$ cat src/rtl/txdma_pkg.sv
package txdma_pkg;
   localparam int LEN_W   = 16;
   localparam int LEN_LSB = 16;

   localparam int ST_READY    = 15;
   localparam int ST_IRQ      = 14;
   localparam int ST_WRAP     = 13;
   localparam int ST_PAD      = 12;
   localparam int ST_CRC      = 11;
   localparam int ST_LAST     = 10;
   localparam int ST_COLL     = 2;

   // bits cleared when a descriptor is taken: underrun, retry[7:4], retransmit, collision, defer, no-carrier
   localparam logic [31:0] ST_ACCEPT_CLR = 32'h0000_01FF;
   localparam logic [31:0] ST_READY_M    = 32'h1 << ST_READY;
   localparam logic [31:0] ST_COLL_M     = 32'h1 << ST_COLL;

   typedef enum logic [2:0] {
      S_IDLE   = 3'd0,
      S_WAIT   = 3'd1,
      S_FETCH  = 3'd2,
      S_UNPACK = 3'd3,
      S_XMIT   = 3'd4
   } tx_state_e;
endpackage

$ cat src/rtl/txdma_desc_decode.sv
module txdma_desc_decode
   import txdma_pkg::*;
(
   input  logic [31:0]      stat,
   input  logic             mode_pad,
   input  logic             mode_huge,
   input  logic             mode_crc,
   input  logic [LEN_W-1:0] cfg_min_len,
   input  logic [LEN_W-1:0] cfg_max_len,
   output logic [LEN_W-1:0] len,
   output logic [LEN_W-1:0] min_len,
   output logic [LEN_W-1:0] max_len,
   output logic             add_crc,
   output logic [31:0]      stat_clean
);
   always_comb begin
      len        = stat[LEN_LSB +: LEN_W];
      min_len    = (stat[ST_PAD] || mode_pad) ? cfg_min_len : len;
      max_len    = mode_huge ? len : cfg_max_len;
      add_crc    = mode_crc || (stat[ST_CRC] && stat[ST_LAST]);
      stat_clean = stat & ~ST_ACCEPT_CLR;
   end
endmodule

$ cat src/rtl/txdma_unpack.sv
module txdma_unpack #(
   parameter int LANES  = 4,
   parameter int LANE_W = 8,
   localparam int SEL_W = $clog2(LANES)
) (
   input  logic [LANES*LANE_W-1:0] word,
   input  logic [SEL_W-1:0]        lane,
   output logic [LANE_W-1:0]       byte_o
);
   logic [LANE_W-1:0] lane_arr [LANES];

   // lane 0 is the most significant byte of the word
   for (genvar g = 0; g < LANES; g++) begin : g_lane
      assign lane_arr[g] = word[(LANES-1-g)*LANE_W +: LANE_W];
   end

   assign byte_o = lane_arr[lane];
endmodule

$ cat src/rtl/txdma_ring_step.sv
module txdma_ring_step #(
   parameter int RING_WORDS = 8,
   parameter int IDX_W      = 3
) (
   input  logic [IDX_W-1:0] idx,
   input  logic             wrap,
   output logic [IDX_W-1:0] nxt
);
   localparam logic [IDX_W-1:0] LAST_SLOT = IDX_W'(RING_WORDS - 2);

   always_comb begin
      if (wrap || idx >= LAST_SLOT) nxt = '0;
      else                          nxt = idx + IDX_W'(2);
   end
endmodule

$ cat src/rtl/txdma_engine.sv
module txdma_engine
   import txdma_pkg::*;
#(
   parameter int RING_WORDS = 8,
   parameter int ADDR_W     = 32,
   localparam int IDX_W     = (RING_WORDS > 2) ? $clog2(RING_WORDS) : 1
) (
   input  logic              clk,
   input  logic              rst_n,
   input  logic              tx_enable,
   input  logic              mode_pad,
   input  logic              mode_huge,
   input  logic              mode_crc,
   input  logic [15:0]       cfg_min_len,
   input  logic [15:0]       cfg_max_len,
   input  logic              mask_txb,
   input  logic              mask_txe,
   output logic [IDX_W-1:0]  bd_index,
   input  logic [31:0]       bd_stat_rdata,
   input  logic [31:0]       bd_ptr_rdata,
   output logic              bd_we,
   output logic [31:0]       bd_wdata,
   output logic              mem_req,
   output logic [ADDR_W-1:0] mem_addr,
   input  logic              mem_ack,
   input  logic [31:0]       mem_rdata,
   output logic              tx_valid,
   input  logic              tx_ready,
   output logic [7:0]        tx_data,
   output logic              tx_last,
   output logic [15:0]       frm_min_len,
   output logic [15:0]       frm_max_len,
   output logic              frm_add_crc,
   input  logic              tx_done,
   input  logic              tx_fail,
   output logic              src_txb,
   output logic              src_txe,
   output logic              irq
);
   localparam int LANES = 4;

   if (RING_WORDS < 2 || (RING_WORDS % 2) != 0) begin : g_bad_ring
      $error("txdma_engine: RING_WORDS must be even and at least 2");
   end
   if (ADDR_W <= LEN_W || ADDR_W > 32) begin : g_bad_addr
      $error("txdma_engine: ADDR_W must lie in (LEN_W, 32]");
   end

   tx_state_e         state_q;
   logic [IDX_W-1:0]  idx_q, idx_nxt;
   logic [31:0]       stat_q;
   logic [ADDR_W-1:0] ptr_q;
   logic [LEN_W-1:0]  len_q, cnt_q;
   logic [31:0]       word_q;
   logic [LEN_W-1:0]  min_q, max_q;
   logic              crc_q;

   logic [LEN_W-1:0]  dec_len, dec_min, dec_max;
   logic              dec_crc;
   logic [31:0]       dec_clean;
   logic [31:0]       ptr_word;
   logic              accept, beat, last_beat, fin;

   txdma_desc_decode u_decode (
      .stat        (bd_stat_rdata),
      .mode_pad    (mode_pad),
      .mode_huge   (mode_huge),
      .mode_crc    (mode_crc),
      .cfg_min_len (cfg_min_len),
      .cfg_max_len (cfg_max_len),
      .len         (dec_len),
      .min_len     (dec_min),
      .max_len     (dec_max),
      .add_crc     (dec_crc),
      .stat_clean  (dec_clean)
   );

   txdma_unpack #(.LANES(LANES), .LANE_W(8)) u_unpack (
      .word   (word_q),
      .lane   (cnt_q[1:0]),
      .byte_o (tx_data)
   );

   txdma_ring_step #(.RING_WORDS(RING_WORDS), .IDX_W(IDX_W)) u_ring (
      .idx  (idx_q),
      .wrap (stat_q[ST_WRAP]),
      .nxt  (idx_nxt)
   );

   assign ptr_word  = bd_ptr_rdata;
   assign accept    = (state_q == S_WAIT) && bd_stat_rdata[ST_READY];
   assign beat      = (state_q == S_UNPACK) && tx_ready;
   assign last_beat = (cnt_q + LEN_W'(1)) == len_q;
   assign fin       = (state_q == S_XMIT) && (tx_done || tx_fail);

   always_ff @(posedge clk) begin
      if (!rst_n) begin
         state_q <= S_IDLE;
         idx_q   <= '0;
         stat_q  <= '0;
         ptr_q   <= '0;
         len_q   <= '0;
         cnt_q   <= '0;
         word_q  <= '0;
         min_q   <= '0;
         max_q   <= '0;
         crc_q   <= 1'b0;
      end else if (!tx_enable) begin
         state_q <= S_IDLE;
      end else begin
         unique case (state_q)
            S_IDLE: state_q <= S_WAIT;
            S_WAIT: begin
               if (accept) begin
                  stat_q  <= dec_clean;
                  ptr_q   <= ptr_word[ADDR_W-1:0];
                  len_q   <= dec_len;
                  min_q   <= dec_min;
                  max_q   <= dec_max;
                  crc_q   <= dec_crc;
                  cnt_q   <= '0;
                  state_q <= (dec_len == '0) ? S_XMIT : S_FETCH;
               end
            end
            S_FETCH: begin
               if (mem_ack) begin
                  word_q  <= mem_rdata;
                  state_q <= S_UNPACK;
               end
            end
            S_UNPACK: begin
               if (beat) begin
                  cnt_q <= cnt_q + LEN_W'(1);
                  if (last_beat)              state_q <= S_XMIT;
                  else if (cnt_q[1:0] == 2'd3) state_q <= S_FETCH;
               end
            end
            S_XMIT: begin
               if (fin) begin
                  idx_q   <= idx_nxt;
                  state_q <= S_WAIT;
               end
            end
            default: state_q <= S_IDLE;
         endcase
      end
   end

   always_comb begin
      bd_index    = idx_q;
      mem_req     = (state_q == S_FETCH);
      mem_addr    = ptr_q + {{(ADDR_W-LEN_W){1'b0}}, cnt_q[LEN_W-1:2], 2'b00};
      tx_valid    = (state_q == S_UNPACK);
      tx_last     = tx_valid && last_beat;
      frm_min_len = min_q;
      frm_max_len = max_q;
      frm_add_crc = crc_q;
      bd_we       = fin;
      bd_wdata    = tx_fail ? (stat_q & ~ST_READY_M & ~ST_COLL_M) : (stat_q & ~ST_READY_M);
      src_txb     = fin && !tx_fail;
      src_txe     = fin && tx_fail;
      irq         = fin && stat_q[ST_IRQ] && (mask_txb || mask_txe);
   end
endmodule

$ cat config.mk
export PLATFORM = sky130hd
export DESIGN_NAME = txdma_engine
export DESIGN_NICKNAME = d
export VERILOG_FILES = /design/src/rtl/txdma_pkg.sv /design/src/rtl/txdma_desc_decode.sv /design/src/rtl/txdma_unpack.sv /design/src/rtl/txdma_ring_step.sv /design/src/rtl/txdma_engine.sv
export SDC_FILE = /design/constraint.sdc
export NUM_CORES = 1
export LEC_CHECK = 0
export BUFFER_PORTS_ARGS = -buffer_cell sky130_fd_sc_hd__buf_2
export CORE_ASPECT_RATIO = 0.75
export CORE_MARGIN = 5
export CORE_UTILIZATION = 45
export CTS_CLUSTER_SIZE = 24
export DETAILED_ROUTE_END_ITERATION = 8
export PLACE_DENSITY_LB_ADDON = 0.05
export SLEW_MARGIN = 40
export SYNTH_ARGS = -nofsm -noshare
export SYNTH_HDL_FRONTEND = slang
export SYNTH_SLANG_ARGS = --single-unit
$ cat constraint.sdc
create_clock -name clk -period 2.6 [get_ports clk]
set_input_delay 0.39 -clock clk [delete_from_list [all_inputs] [get_ports clk]]
set_output_delay 0.39 -clock clk [all_outputs]
set_load 0.1 [all_outputs]
==> results.md <==
* EDFF count, synth at 0
* Dpl ws at -0.3923 ns
* DP HPWL at 17740 um
* Distinct cell type count after synthesis at 70
* Largest family of logic cells by synthesized area: simple AND/OR/NAND/NOR gates
* Std cell rows at 41
* # setup viols final at 26
* IO Pins at 255
* IR drop worst, VDD at 0.4289 mV
* Global route overflow at 0
* Area growth syn-to-layout at 48.34%
* Post-Synth Adder-Cell Area at 0.02827
* Reg area at 2830 um^2
* Main synth FF type: dfxtp_1
* Area occupied by multi-input gates at 5446 um^2
* Chip height at 123.9 um
* Syn Area/Cell at 8.277 um^2
* Data required, critical path at 2.21 ns
* Sw Share at 0.2957
* Asr flop ratio synth at 0
* DR iter-0 viols at 403
* Seq/Total Area, Yosys at 0.3598
* Comb power frac at 0.141
* Die W at 161.9 um
* Synth Area in Simple Gates at 0.2369
* Crit path largest cell delay at 0.37 ns
* Drt first pass iters at 5
* Buffers on Ports at 234
* Post-Route WL at 24050 um
* Vias at 7573
* CP max-delay cell: o31a_4
* Leak Pwr at 5.257 nW
* Startpoint Class: flop
* TritonCTS Buffers at 17
* Worst skew pair latency at 0.42 ns
* Cts hold-fix bufs at 0
* Worst-Margin Slew at 0.6758 ns
* Max Cap Viol at 0
* Fin nets at 1375
* Vias in the first global route at 7192
* Clock Tree Buf Depth at 2
* CORE AREA at 16930 um^2
* Hold Violations, Final at 0
* Routability cong. at 0.8742
* Root buffer cell: clkbuf_16
* Via density at 5.234
* Mux share of post-synthesis cell area at 0.04884
* Clk_skew at 0.006349 ns
* Period utilisation layout at 1.246
* Worst min-delay path class: in2reg
* CP arrival at 2.85 ns
* WS Path Type: reg2out
* P_int at 3.865 mW
* Synth Area in Compound Gates at 0.2188
* Share of layout cells above drive strength 1 at 0.3940
* Worst Setup End Kind: output pin
* Largest net degree at the start of global routing at 140
* First-pass GRT wire length at 37970 um
* Post-synthesis register bit count at 140
* H-tree lvl count at 4
* Power Dens Cells at 475.0 nW/um^2
* RSZ-0062 raised after global routing: yes
* Tot GR Track Use at 0.2387
* Xor and xnor area share after synthesis at 0.05269
* Worst path cell trace: ha_1 -> a21o_1 -> a221o_1 -> o211ai_2 -> a21oi_2 -> o31a_4 -> o211ai_4 -> xnor2_4 -> buf_12
* Post-layout worst setup margin at -0.6406 ns
* Switch Pwr at 1.622 mW
* Critical path buffers and inverters at 1
* Reg clk slew, reported paths at 0.07 ns
* Initial core utilization at 0.4601
* CTS tree: built
* Fillers at 1409
* Post-Syn Area at 7789 um^2
* F_max at 308.6 MHz
* Die Area at 20070 um^2
* CTS sink count at 140
* Max-slew headroom at 0.5490
* Initial antenna violation count at 1
* Post-route DRC at 0
* Clock Power Share at 0.456
* Crit path time final at 3.241 ns
* Power share of the sequential group at 0.403
* Outcome: finished with violations
* Yosys warns at 0
* Violated checks: setup timing
* Post-route antenna net violation count at 0
* CP top delay family: compound AO/OA/AOI/OAI gates
* Final Power at 5.488 mW
* Mapped Cells at 941
* Worst-path fanout max at 5
* Per-cell routed wire length at 16.62 um
* Slew Limit Fails at 0
[logic make-up after synthesis]
logic type               count (synthesis)
AND/OR/NAND/NOR                        393
AO/OA/AOI/OAI                          229
flip-flops                             140
buffers and inverters                   87
XOR/XNOR                                46
multiplexers                            28
adder cells (fa/ha/maj)                 17
other                                    1
[cells in the final DEF (no fill, tap or decap), types with 11 or more instances in the layout]
cell and n:
a21boi_0 83, a21oi_1 18, buf_12 30, buf_2 206
buf_4 72, buf_6 16, clkbuf_16 17, conb_1 11
dfxtp_1 124, dfxtp_2 13, mux2i_1 20, nand2_1 230
nand3_1 29, nor2_1 16, nor2b_1 17, o211a_1 34
o21ai_0 30, xnor2_1 12, xnor2_4 13
[worst paths after layout]
kind                                     from            to  slack (ns)  cells past startpoint
worst min register to register     word_q[23]    word_q[23]        0.45                      2
worst min-delay path            mem_rdata[11]    word_q[11]        0.19                      3
worst max register to register       cnt_q[3]    state_q[0]        0.13                     12
worst max-delay path                 ptr_q[3]  mem_addr[29]       -0.64                      9
[stage by stage]
step | utilization | instances | setup TNS (ns) | hold WS, ns | cell area [um^2]
global route | 0.6825 | 1447 | -15.88 | 0.1864 | 11550
finish | 0.6825 | 1447 | -13.10 | 0.1915 | 11550
floorplan | - | 951 | -4.506 | 0.4319 | 8521
global placement | 0.6267 | 1401 | -4.691 | 0.4431 | 10610
detailed placement | 0.6268 | 1401 | -5.162 | 0.4466 | 10610
CTS | 0.6757 | 1441 | -14.83 | 0.1757 | 11440
[Yosys cell counts (all sizes together) (3+ instances only)]
cell	instances	area, um^2
nor2b	19	118.9
a221oi	3	26.28
xor2	16	140.1
a21oi	23	115.1
clkbuf	43	161.4
inv	9	33.78
buf	35	226.5
ha	16	200.2
nand2b	3	18.77
nor2	32	122.6
and4	6	55.05
nand2	232	870.8
xnor2	30	270.3
or2	3	18.77
nor3	11	60.06
a21o	8	60.06
or3	6	42.54
mux2i	20	200.2
o211a	34	340.3
a31oi	5	31.28
a21boi	93	698.2
and2	7	43.79
and3	15	95.09
dfxtp	140	2803
mux4	8	180.2
nand3	33	187.7
a22oi	3	22.52
o21ai	41	205.2
nand4	7	50.05
nor4	10	83.83
o211ai	5	57.56
[per-layer routing]
metal	up-vias	routed length, um	global-route usage
met4	0	214	0.05335
met2	265	11030	0.3840
met3	17	1964	0.07509
met1	3483	10840	0.3183
li1	3808	-	-
met5	-	0	0
[sequential cells by signal, indices dropped and copies added (netlist names)]
signal / cells
ptr_q: 32
word_q: 32
cnt_q: 16
frm_max_len: 16
frm_min_len: 16
len_q: 16
stat_q: 6
state_q: 3
bd_index: 2
frm_add_crc: 1
[what timing repair did]
action,CTS,global route
cloned,1,0
pin swaps,28,16
buffers inserted,8,5
endpoints found under the hold margin,0,0
gates resized for setup,40,20
endpoints found under the setup margin,26,29
[worst register-to-register path, cell delays in order, from the launching register on]
cell and delay (ns):
dfxtp_2 0.33, buf_6 0.10, buf_8 0.12, nand3_4 0.08, or4_4 0.54, xnor2_2 0.15
nor4_2 0.27, nand2_1 0.16, buf_4 0.16, buf_4 0.12, buf_4 0.13, o21ai_2 0.10
a31oi_1 0.09
[power by group through the flow]
| stage | Combinational, mW | Sequential, mW | Clock (mW) |
|---|---|---|---|
| after global routing | 0.819 | 2.21 | 2.65 |
| final | 0.774 | 2.21 | 2.50 |
| after CTS | 0.776 | 2.21 | 2.55 |
| after detailed placement | 0.773 | 2.26 | 0 |
| after global placement | 0.770 | 2.26 | 0 |
| after floorplan | 0.373 | 2.42 | 0 |
[area by class of cell]
cell class | count | area share
Inverter | 9 | 0.002924
Multi-Input combinational cell | 725 | 0.4714
Tap cell | 215 | 0.02328
Timing Repair Buffer | 325 | 0.2049
Clock buffer | 17 | 0.03682
Sequential cell | 140 | 0.2450
Clock inverter | 15 | 0.01549
Antenna cell | 1 | 0.0002166
No activity file was read; power rests on OpenSTA's default activity.
